==> src/rtl/pirq_router.sv <==
module pirq_router #(
  parameter int NL     = 4,
  parameter int NO     = 16,
  parameter int DW     = 8,
  parameter int AW     = 8,
  parameter logic [7:0] BASE = 8'h60,
  parameter logic [7:0] RST_ROUTE = 8'h80
) (
  input  logic                    clk,
  input  logic                    rst_n,
  input  logic                    evt_valid,
  input  logic [7:0]              evt_devfn,
  input  logic [$clog2(NL)-1:0]   evt_pin,
  input  logic                    evt_level,
  input  logic                    cfg_we,
  input  logic [AW-1:0]           cfg_addr,
  input  logic [DW-1:0]           cfg_wdata,
  output logic [DW-1:0]           cfg_rdata,
  output logic [NO-1:0]           irq_out
);
  localparam int LW = $clog2(NL);
  localparam int OW = $clog2(NO);
  localparam int SLOT_LSB = 3;

  logic [NL-1:0][DW-1:0] route_q;
  logic [NL-1:0]         lvl_q;
  logic [LW-1:0]         line;
  logic [AW-1:0]         off;
  logic                  in_rng;

  assign line   = evt_pin + evt_devfn[SLOT_LSB +: LW] - LW'(1);
  assign off    = cfg_addr - AW'(BASE);
  assign in_rng = off < AW'(NL);

  always_ff @(posedge clk or negedge rst_n) begin
    if (!rst_n) begin
      for (int i = 0; i < NL; i++) route_q[i] <= DW'(RST_ROUTE);
      lvl_q <= '0;
    end else begin
      if (cfg_we && in_rng) route_q[off[LW-1:0]] <= cfg_wdata;
      if (evt_valid) lvl_q[line] <= evt_level;
    end
  end

  assign cfg_rdata = in_rng ? route_q[off[LW-1:0]] : '0;

  for (genvar k = 0; k < NO; k++) begin : g_out
    logic [NL-1:0] hit;
    for (genvar i = 0; i < NL; i++) begin : g_ln
      assign hit[i] = lvl_q[i] && (route_q[i] < DW'(NO)) && (route_q[i][OW-1:0] == OW'(k));
    end
    assign irq_out[k] = |hit;
  end
endmodule

==> config.mk <==
export PLATFORM = sky130hd
export DESIGN_NAME = pirq_router
export DESIGN_NICKNAME = d
export VERILOG_FILES = /design/src/rtl/pirq_router.sv
export SDC_FILE = /design/constraint.sdc
export NUM_CORES = 1
export LEC_CHECK = 0
export ABC_CLOCK_PERIOD_IN_PS = 1800
export CORE_MARGIN = 2
export CORE_UTILIZATION = 30
export CTS_BUF_LIST = sky130_fd_sc_hd__clkbuf_2
export CTS_CLUSTER_DIAMETER = 150
export CTS_CLUSTER_SIZE = 14
export DETAILED_ROUTE_END_ITERATION = 8
export PLACE_DENSITY = 0.5
export SYNTH_ARGS = -nofsm -noshare
export SYNTH_HDL_FRONTEND = slang
export SYNTH_SLANG_ARGS = --single-unit
==> constraint.sdc <==
create_clock -name clk -period 1.8 [get_ports clk]
set_clock_uncertainty 0.1 [all_clocks]
set_input_delay 0.36 -clock clk [delete_from_list [all_inputs] [get_ports clk]]
set_output_delay 0.36 -clock clk [all_outputs]
set_load 0.005 [all_outputs]
==> flow_metrics.py, run 1 <==
metrics = {
    "run_status": {
        "status": "complete, but fails checks",
        "failed_checks": "setup timing",
    },
    "clock_tree": {
        "htree_levels": 2,
        "post_cts_hold_buffer_count": 0,
        "number_of_buffers_created_by_cts": 5,
        "clock_tree.root_cell": "sky130_fd_sc_hd__clkbuf_2",
        "clk_pin_slew_ns": 0.23,
        "cts_tree": "built",
        "clock_path_buffers": 2,
        "clk-insertion-delay-late_ns": 0.38,
        "clkSinkCount": 36,
    },
    "die": {
        "dieArea_um2": 9049,
        "start_util": 0.3063,
        "fp-row-count": 33,
        "height_of_the_die_um": 95.13,
        "design.core.area_um2": 8134,
        "ioPinCount": 55,
        "chip_width_um": 95.13,
    },
    "worst_setup_path": {
        "r2r_slack_ns": 0.64,
        "r2r_end": "route_q[10]",
        "endpoint_kind": "primary output",
        "timing.rr.start": "route_q[10]",
        "critical_path_arrival_ns": 2.19,
        "critical_path.max_fanout": 3,
        "worstSetupStartpointType": "flop",
        "critPathRequiredTime_ns": 1.34,
        "critPathKind": "reg -> out",
        "worst_r2r_path_depth": 3,
    },
    "sta": {
        "finalHoldWorstSlack_ns": 0.1744,
        "finalSetupViolations": 24,
        "final.period_utilization": 1.470,
        "slew_violations": 0,
        "worst-slew-pin-transition_ns": 0.3756,
        "final.setup.worst_slack_ns": -0.8464,
        "timing.fmax_mhz": 377.9,
        "min_period_ns": 2.646,
        "rsz0062_at_grt": "true",
        "finalHoldViolations": 0,
        "max_slew_margin": 0.7485,
    },
    "placed_design": {
        "pre_cts_ws_ns": -0.9030,
        "detailed_place.area_um2": 3861,
        "dp_hpwl_um": 6095,
        "number_of_port_buffers": 48,
        "place.gp.congestion": 0.9355,
    },
    "synthesis": {
        "post-synth-top-area-cell": "sky130_fd_sc_hd__dfrtp_1",
        "postSynthRegisterBits": 36,
        "synthTopCellsByArea": "sky130_fd_sc_hd__dfrtp_1 (32%), sky130_fd_sc_hd__mux2_2 (16%), sky130_fd_sc_hd__mux4_2 (6.3%)",
        "synthDominantCellAreaShare": 0.3214,
        "synth.net_count": 268,
        "synthesis.area_per_instance_um2": 10.60,
        "synth.yosys.warnings": 0,
        "postSynthCellCount": 235,
        "synth.yosys.seq_area_share": 0.3636,
        "synth.lib_cells_used.distinct": 39,
        "mappedNetlistArea_um2": 2491,
    },
    "power_and_ir_drop": {
        "power.leakage_nw": 2.019,
        "report.power.total_mw": 2.410,
        "power.density_nw_per_um2": 555.0,
        "peakVddDrop_mv": 0.2536,
    },
    "global_routing": {
        "global_route_wire_length_before_repair_um": 13430,
        "grt.total_usage": 0.1949,
        "grt_overflow_total": 0,
        "grt_antenna_before_repair": 0,
        "grt_pass1_vias": 2624,
        "grt_max_degree": 37,
    },
    "cells_and_area": {
        "layout.cell_area.non_filler_um2": 4342,
        "antenna_cells": 0,
        "synthToLayoutAreaGrowth_pct": 74.28,
        "finish.net_count": 426,
        "drive_gt1_frac": 0.6497,
    },
    "detailed_routing": {
        "vias_per_cell": 5.048,
        "route.detailed.wl_per_inst_um": 16.85,
        "drcViolationCount": 0,
        "num_vias": 2519,
        "detailedRoute.firstIterationViolations": 100,
        "first_pass_iters": 4,
        "antenna_violating_nets_post_route": 0,
        "wirelength_um": 8410,
    },
    "job": {
        "max-cap-violations": 0,
    },
    "worst_hold_path": {
        "hp_class": "in -> async",
    },
}
## registers in the layout, indices dropped and copies added, names as in the netlist
name	flops
lvl_q	4
route_q	32
## worst max-delay path, cell delays in order (launching register included)
cell and delay, ns:
sky130_fd_sc_hd__dfrtp_1 0.43, sky130_fd_sc_hd__or3_4 0.43, sky130_fd_sc_hd__buf_6 0.14, sky130_fd_sc_hd__or4_1 0.54, sky130_fd_sc_hd__nand3_1 0.12, sky130_fd_sc_hd__buf_2 0.11
## routing by layer
metal,vias up,wire (µm),GRT usage
met2,67,4097,0.3322
met4,0,163,0.06280
met3,15,328,0.02530
met1,1223,3821,0.2558
met5,-,0,0
li1,1214,-,-
## synth_stat cells, drive strengths merged
cell / count
ha: 2
o32ai: 1
o22a: 1
a22oi: 15
inv: 7
dfstp: 4
clkbuf: 13
nor3b: 1
or2: 1
nor4b: 5
xnor2: 2
nor4: 8
and4b: 1
nand2: 19
nor2b: 15
nand3: 19
xor2: 1
or3: 6
nand2b: 6
o211ai: 1
buf: 2
or4: 1
mux2: 36
nand4: 7
nor3: 4
a32oi: 4
mux4: 8
nor2: 10
nand3b: 3
dfrtp: 32
## layout by cell type (no fill, tap or decap), types with 4 or more instances in the layout
cell type	netlist	layout
sky130_fd_sc_hd__nor2_1	10	8
sky130_fd_sc_hd__buf_12	0	4
sky130_fd_sc_hd__mux2_4	0	6
sky130_fd_sc_hd__dlygate4sd2_1	0	4
sky130_fd_sc_hd__dfstp_2	4	4
sky130_fd_sc_hd__mux4_2	7	8
sky130_fd_sc_hd__nand3_1	18	16
sky130_fd_sc_hd__a22oi_2	0	7
sky130_fd_sc_hd__buf_2	0	23
sky130_fd_sc_hd__dfrtp_2	0	8
sky130_fd_sc_hd__nand4_1	7	7
sky130_fd_sc_hd__clkdlybuf4s50_1	0	16
sky130_fd_sc_hd__nor4b_4	1	4
sky130_fd_sc_hd__dfrtp_1	32	24
sky130_fd_sc_hd__nor2b_4	0	5
sky130_fd_sc_hd__nand2_1	19	19
sky130_fd_sc_hd__mux2_2	36	30
sky130_fd_sc_hd__nor2b_1	15	9
sky130_fd_sc_hd__inv_1	7	7
sky130_fd_sc_hd__buf_6	2	29
sky130_fd_sc_hd__a22oi_1	15	8
sky130_fd_sc_hd__clkbuf_2	0	8
sky130_fd_sc_hd__buf_4	0	84
sky130_fd_sc_hd__or3_4	4	5
sky130_fd_sc_hd__nor4_4	1	6
## layout make-up
type	instances	area [µm²]
clock buffer	5	25.02
clock inverter	3	23.77
fill	742	3792
inverter	7	26.28
multi-input combinational	177	1797
sequential	36	915.9
tap	105	131.4
timing repair buffer	166	1423
## cells by family (layout without fill, tap and decap cells)
family | Yosys count | count (layout) | share of synthesized area
and+or+nand+nor | 106 | 106 | 0.2662
muxes | 44 | 44 | 0.2366
DFF | 36 | 36 | 0.3636
AOI/OAI and AO/OA | 22 | 22 | 0.06931
buffers and inverters | 22 | 181 | 0.04068
xor gates and xnor gates | 3 | 3 | 0.01356
adders and majority gates | 2 | 2 | 0.01004
## where the power goes
group,total (mW),leakage (nW),internal [mW],switching (mW)
clock,0.406,0.0252,0.0968,0.309
combinational,1.05,1.53,0.574,0.481
sequential,0.949,0.462,0.886,0.0633
## per-stage QoR
| stage | util | TNS [ns] | std cells |
|---|---|---|---|
| 2_1_floorplan | - | -0.8274 | 235 |
| 4_1_cts | 0.5238 | -16.25 | 493 |
| 6_report | 0.5338 | -15.07 | 499 |
| 5_1_grt | 0.5338 | -17.49 | 499 |
| 3_3_place_gp | 0.4747 | -36.36 | 454 |
| 3_5_place_dp | 0.4747 | -38.02 | 454 |
## worst max path at each step
stage / startpoint / end / depth (start not counted)
4_1_cts: route_q[30] / irq_out[15] / 6
2_1_floorplan: cfg_addr[5] / route_q[24] / 5
3_3_place_gp: cfg_addr[5] / cfg_rdata[7] / 7
3_5_place_dp: cfg_addr[5] / cfg_rdata[7] / 7
6_report: route_q[22] / irq_out[15] / 5
5_1_grt: route_q[28] / irq_out[6] / 8
## timing repair
item | 4_1_cts | 5_1_grt
setup buffers | 33 | 10
gates cloned | 1 | 0
setup endpoints to repair | 56 | 35
resized for setup | 155 | 24
pin swaps | 20 | 11
endpoints found under the hold margin | 0 | 0
Power figures use the tool's default switching activity.
==> inputs of run 2 (changes only) <==
--- a/config.mk
+++ b/config.mk
@@ -8,11 +8,10 @@
 export ABC_CLOCK_PERIOD_IN_PS = 1800
 export CORE_MARGIN = 2
 export CORE_UTILIZATION = 30
-export CTS_BUF_LIST = sky130_fd_sc_hd__clkbuf_2
 export CTS_CLUSTER_DIAMETER = 150
-export CTS_CLUSTER_SIZE = 14
 export DETAILED_ROUTE_END_ITERATION = 8
 export PLACE_DENSITY = 0.5
+export SLEW_MARGIN = 20
 export SYNTH_ARGS = -nofsm -noshare
 export SYNTH_HDL_FRONTEND = slang
 export SYNTH_SLANG_ARGS = --single-unit
==> flow_metrics.py, run 2 (synthesis gave the netlist of run 1 again) <==
metrics = {
    "global_routing": {
        "global_route_wire_length_before_repair_um": 13410,
        "grt_antenna_before_repair": 0,
        "grt.total_usage": 0.1952,
        "grt_pass1_vias": 2620,
        "grt_overflow_total": 0,
        "grt_max_degree": 37,
    },
    "worst_setup_path": {
        "crit_family": "simple AND/OR/NAND/NOR gates",
        "critical_path_arrival_ns": 2.07,
        "worstSetupStartpointType": "flop",
        "critPathMaxStageDelay_ns": 0.41,
        "endpoint_kind": "primary output",
        "critPathKind": "reg -> out",
        "cp.buffers_inverters": 3,
        "critPathRequiredTime_ns": 1.34,
        "crit_path_top_delay_cell": "sky130_fd_sc_hd__or3_4",
        "cp_cell_sequence": "or3_4 > buf_6 > nor4b_4 > buf_4 > a22oi_2 > o211ai_1 > buf_2",
        "critical_path.max_fanout": 3,
    },
    "detailed_routing": {
        "wirelength_um": 8450,
        "vias_per_cell": 4.992,
        "drcViolationCount": 0,
        "detailedRoute.firstIterationViolations": 106,
        "route.detailed.wl_per_inst_um": 16.83,
        "first_pass_iters": 4,
        "antenna_violating_nets_post_route": 0,
        "num_vias": 2506,
    },
    "sta": {
        "min_period_ns": 2.529,
        "finalSetupViolations": 24,
        "final.setup.worst_slack_ns": -0.7291,
        "timing.fmax_mhz": 395.4,
        "finalHoldViolations": 0,
        "rsz0062_at_grt": "true",
        "max_slew_margin": 0.7188,
        "timing.setup.tns_ns": -12.02,
        "worst-slew-pin-transition_ns": 0.4209,
        "final.period_utilization": 1.405,
        "slew_violations": 0,
    },
    "cells_and_area": {
        "max_flop_register": "route_q",
        "reg_top3": "route_q: 32 flops, lvl_q: 4 flops",
        "finish.net_count": 429,
        "largest_register_ffs": 32,
        "final_common_cell": "sky130_fd_sc_hd__buf_4",
        "layout.core_utilization": 0.5519,
        "synthToLayoutAreaGrowth_pct": 80.21,
        "drive_gt1_frac": 0.6725,
        "n_fill_cell": 727,
        "finalNonFillerCells": 502,
        "layout_common_cells": "sky130_fd_sc_hd__buf_4 (77), sky130_fd_sc_hd__buf_6 (40), sky130_fd_sc_hd__mux2_2 (28)",
        "antenna_cells": 0,
    },
    "die": {
        "chip_width_um": 95.13,
        "height_of_the_die_um": 95.13,
        "dieArea_um2": 9049,
        "ioPinCount": 55,
        "start_util": 0.3063,
        "fp-row-count": 33,
        "design.core.area_um2": 8134,
    },
    "clock_tree": {
        "post_cts_hold_buffer_count": 0,
        "clock_tree.root_cell": "sky130_fd_sc_hd__clkbuf_8",
        "cts_tree": "built",
        "clk-insertion-delay-late_ns": 0.30,
        "number_of_buffers_created_by_cts": 5,
        "clkSinkCount": 36,
        "htree_levels": 2,
        "clock_path_buffers": 2,
        "clk_pin_slew_ns": 0.08,
    },
    "placed_design": {
        "place.gp.congestion": 0.9355,
        "number_of_port_buffers": 48,
        "placed_cells_incl_taps": 454,
        "dp_hpwl_um": 6095,
    },
    "worst_hold_path": {
        "hp_class": "in -> async",
    },
    "job": {
        "max-cap-violations": 0,
    },
    "power_and_ir_drop": {
        "power.leakage_nw": 2.055,
        "power.density_nw_per_um2": 590.0,
        "peakVddDrop_mv": 0.2635,
    },
    "run_status": {
        "status": "complete, but fails checks",
        "failed_checks": "setup timing",
    },
}
-- run 2: cell types whose count changed in the layout (fill, tap and decap cells not counted), sizes merged --
cell	previous run	this run
clkdlybuf4s50	16	14
bufbuf	1	0
buf	141	146
dlymetal6s2s	1	2
dlygate4sd2	4	5
clkbuf	8	7
-- run 2: layout make-up --
type                    instances  area, µm²  share of cell area
well taps                     105      131.4             0.02926
inverters                       7      26.28            0.005853
clock buffers                   5      68.82             0.01533
flip-flops and latches         36      914.6              0.2037
repair buffers                169       1473              0.3280
multi-input cells             177       1852              0.4125
clock inverters                 3      23.77            0.005295
-- run 2: metrics by stage --
step	total power, mW	cell area (µm²)	setup WS (ns)	hold WS [ns]
6_report	2.649	4489	-0.7291	0.3232
5_1_grt	2.786	4489	-0.8065	0.3438
4_1_cts	2.626	4349	-0.7929	0.3300
3_5_place_dp	1.813	3861	-0.9030	0.4008
3_3_place_gp	1.806	3861	-0.8846	0.4000
2_1_floorplan	1.360	2676	-0.1202	-0.03559
-- run 2: final timing paths --
path,to,cells past startpoint,slack (ns),start
min,lvl_q[0],2,0.32,rst_n
max reg2reg,route_q[10],3,0.65,route_q[10]
max in group asynchronous,route_q[23],2,1.03,rst_n
max,irq_out[6],7,-0.73,route_q[12]
min in group clk,lvl_q[2],1,0.42,lvl_q[2]
min reg2reg,lvl_q[2],1,0.42,lvl_q[2]
-- run 2: routing by layer --
metal / vias to the layer above / wire length, µm / GRT usage / part of all wire
met2: 85 / 4188 / 0.3281 / 0.50
met1: 1194 / 3609 / 0.2583 / 0.43
met3: 18 / 454 / 0.02846 / 0.054
met4: 0 / 198 / 0.06280 / 0.023
li1: 1209 / - / - / -
met5: - / 0 / 0 / 0
-- run 2: power by group --
group / total [mW] / internal (mW) / switching, mW
registers: 0.951 / 0.885 / 0.0655
clock network: 0.600 / 0.274 / 0.326
logic: 1.10 / 0.606 / 0.492
total: 2.65 / 1.77 / 0.883
-- run 2: timing repair --
action                     4_1_cts  5_1_grt
resized for setup              176       31
setup endpoints to repair       59       35
buffers inserted                36       12
pin swaps                       33       23
==> inputs of run 3 (changes only) <==
--- a/config.mk
+++ b/config.mk
@@ -5,12 +5,14 @@
 export SDC_FILE = /design/constraint.sdc
 export NUM_CORES = 1
 export LEC_CHECK = 0
+export ABC_AREA = 1
 export ABC_CLOCK_PERIOD_IN_PS = 1800
 export CORE_MARGIN = 2
 export CORE_UTILIZATION = 30
 export CTS_CLUSTER_DIAMETER = 150
+export CTS_CLUSTER_SIZE = 25
 export DETAILED_ROUTE_END_ITERATION = 8
-export PLACE_DENSITY = 0.5
+export PLACE_DENSITY = 0.49
 export SLEW_MARGIN = 20
 export SYNTH_ARGS = -nofsm -noshare
 export SYNTH_HDL_FRONTEND = slang
==> flow_metrics.py, run 3 <==
metrics = {
    "run_status": {
        "failed_checks": "setup timing",
        "status": "complete, but fails checks",
    },
    "detailed_routing": {
        "top_layer": "met4",
        "met1_length_um": 4570,
        "drcViolationCount": 0,
        "detailedRoute.firstIterationViolations": 144,
        "detailroute.wirelength.met2_um": 5016,
        "wirelength_um": 10190,
        "route.detailed.wl_per_inst_um": 15.10,
        "met3WireLength_um": 397,
        "vias_per_cell": 4.966,
        "antenna_violating_nets_post_route": 0,
        "num_vias": 3352,
        "first_pass_iters": 5,
    },
    "sta": {
        "rsz0062_at_grt": "true",
        "slew_violations": 0,
        "finalHoldViolations": 0,
        "final.setup.worst_slack_ns": -0.2559,
        "finalSetupViolations": 19,
        "min_period_ns": 2.056,
        "max_slew_margin": 0.7889,
        "worst-slew-pin-transition_ns": 0.3155,
        "final.period_utilization": 1.142,
        "timing.fmax_mhz": 486.4,
    },
    "cells_and_area": {
        "n_fill_cell": 929,
        "layout_common_cells": "sky130_fd_sc_hd__nand2_1 (120), sky130_fd_sc_hd__buf_4 (75), sky130_fd_sc_hd__nand4_1 (49)",
        "layout.core_utilization": 0.4980,
        "finalNonFillerCells": 675,
        "antenna_cells": 0,
        "final_common_cell": "sky130_fd_sc_hd__nand2_1",
        "largest_register_ffs": 32,
        "finish.net_count": 596,
        "max_flop_register": "route_q",
        "synthToLayoutAreaGrowth_pct": 62.34,
        "drive_gt1_frac": 0.4326,
        "reg_top3": "route_q: 32 flops, lvl_q: 4 flops",
    },
    "power_and_ir_drop": {
        "net-switching-power_uw": 963.1,
        "power.leakage_nw": 2.242,
        "peakVddDrop_mv": 0.4614,
        "power.density_nw_per_um2": 674.5,
        "comb_power_share": 0.366,
        "p_seq_frac": 0.307,
        "p_int_mw": 2.111,
        "clkPwrFrac": 0.327,
        "switching_share": 0.3133,
    },
    "synthesis": {
        "synth.yosys.seq_area_share": 0.3226,
        "synthTopCellsByArea": "sky130_fd_sc_hd__dfrtp_1 (29%), sky130_fd_sc_hd__nand2_1 (18%), sky130_fd_sc_hd__nand4_1 (11%)",
        "synth_edf_count": 0,
        "yosys-top-cells-count": "sky130_fd_sc_hd__nand2_1 (137), sky130_fd_sc_hd__nor2_1 (67), sky130_fd_sc_hd__nand4_1 (49)",
        "synth.net_count": 461,
        "synthesis.area_per_instance_um2": 6.560,
        "synth_flop_cell": "sky130_fd_sc_hd__dfrtp_1",
        "synth.yosys.warnings": 0,
        "mappedNetlistArea_um2": 2808,
        "post-synth-top-area-cell": "sky130_fd_sc_hd__dfrtp_1",
        "synthDominantCellAreaShare": 0.2852,
        "postSynthRegisterBits": 36,
        "synth.lib_cells_used.distinct": 28,
        "yosysMostFrequentCell": "sky130_fd_sc_hd__nand2_1",
        "asyncSetResetFlopFracSynth": 1.000,
        "postSynthCellCount": 428,
    },
    "clock_tree": {
        "htree_levels": 2,
        "clkSinkCount": 36,
        "post_cts_hold_buffer_count": 0,
        "clock_tree.root_cell": "sky130_fd_sc_hd__clkbuf_8",
        "clock_path_buffers": 2,
        "cts_tree": "built",
        "number_of_buffers_created_by_cts": 5,
        "clk_pin_slew_ns": 0.08,
        "clk-insertion-delay-late_ns": 0.29,
    },
    "worst_hold_path": {
        "hp_class": "in -> async",
    },
    "worst_setup_path": {
        "worst_r2r_path_depth": 4,
        "critPathKind": "reg -> out",
        "critPathMaxStageDelay_ns": 0.54,
        "worstSetupStartpointType": "flop",
        "crit_family": "flip-flops",
        "crit_path_top_delay_cell": "sky130_fd_sc_hd__dfstp_2",
        "r2r_end": "route_q[5]",
        "critPathRequiredTime_ns": 1.34,
        "cp.buffers_inverters": 4,
        "critical_path.max_fanout": 4,
        "critical_path_arrival_ns": 1.60,
        "endpoint_kind": "primary output",
        "r2r_slack_ns": 0.83,
        "cp_cell_sequence": "inv_2 > nand2_2 > nor2_4 > buf_6 > buf_6 > a22oi_2 > nand2_1 > buf_2",
        "cpMostUsedCell": "sky130_fd_sc_hd__buf_6",
        "timing.rr.start": "route_q[5]",
    },
    "placed_design": {
        "dp_hpwl_um": 7425,
        "placed_cells_incl_taps": 649,
        "number_of_port_buffers": 48,
        "place.gp.congestion": 0.8691,
    },
    "global_routing": {
        "grt_overflow_total": 0,
        "grt_max_degree": 37,
        "grt_antenna_before_repair": 0,
        "global_route_wire_length_before_repair_um": 16010,
        "grt_pass1_vias": 3284,
        "grt.total_usage": 0.2031,
    },
    "die": {
        "ioPinCount": 55,
        "chip_width_um": 100.7,
        "design.core.area_um2": 9153,
        "dieArea_um2": 10150,
        "height_of_the_die_um": 100.7,
        "start_util": 0.3068,
        "fp-row-count": 35,
    },
    "job": {
        "max-cap-violations": 0,
    },
}
-- run 3: per-stage QoR --
| stage | setup slack (ns) | power [mW] | hold WS (ns) | setup TNS [ns] | instance area [µm²] |
|---|---|---|---|---|---|
| 3_5_place_dp | -0.8304 | 1.824 | 0.3568 | -28.38 | 3951 |
| 3_3_place_gp | -0.7761 | 1.818 | 0.3520 | -27.44 | 3951 |
| 5_1_grt | -0.3225 | 3.233 | 0.3648 | -5.116 | 4558 |
| 6_report | -0.2559 | 3.075 | 0.3343 | -3.445 | 4558 |
| 2_1_floorplan | 0.02848 | 1.323 | -0.03559 | 0 | 2808 |
| 4_1_cts | -0.3219 | 3.078 | 0.3339 | -4.314 | 4397 |
-- run 3: cell families after synthesis --
group	after synthesis	synth area share
adders and majority gates	2	0.008911
and+or+nand+nor	305	0.5071
xor gates and xnor gates	2	0.006240
DFF	36	0.3226
AOI/OAI and AO/OA	21	0.04946
buffers and inverters	62	0.1056
-- run 3: final cells by class --
type                       count  area, µm²  area share
clock buffer                   5      68.82     0.01510
clock inverter                 3      90.09     0.01976
inverter                      46      182.7     0.04008
multi-input combinational    330       1988      0.4362
sequential                    36      909.6      0.1996
tap                          111      138.9     0.03047
timing repair buffer         144       1180      0.2589
-- run 3: metal layers --
metal	vias up	global-route usage
li1	1691	-
met1	1552	0.2637
met2	93	0.3569
met3	16	0.02497
met4	0	0.05058
met5	-	0
-- run 3: worst max path at each step --
stage | cells past startpoint | end | from
floorplan | 6 | cfg_rdata[5] | cfg_addr[5]
global placement | 8 | cfg_rdata[5] | cfg_addr[5]
detailed placement | 8 | cfg_rdata[5] | cfg_addr[5]
CTS | 8 | irq_out[7] | route_q[15]
global route | 8 | irq_out[0] | route_q[30]
finish | 8 | irq_out[1] | route_q[31]
-- run 3: repair_timing --
| action | CTS | global route |
|---|---|---|
| setup endpoints to repair | 56 | 41 |
| gates resized for setup | 200 | 55 |
| gates cloned | 1 | 0 |
| buffers inserted | 15 | 9 |
| pin swaps | 51 | 36 |
-- run 3: power by group through the flow --
stage	Clock, mW	Sequential [mW]	Combinational (mW)
5_1_grt	1.06	0.955	1.22
4_1_cts	1.03	0.941	1.10
3_3_place_gp	0	0.952	0.866
6_report	1.00	0.945	1.13
3_5_place_dp	0	0.953	0.871
2_1_floorplan	0	0.936	0.387
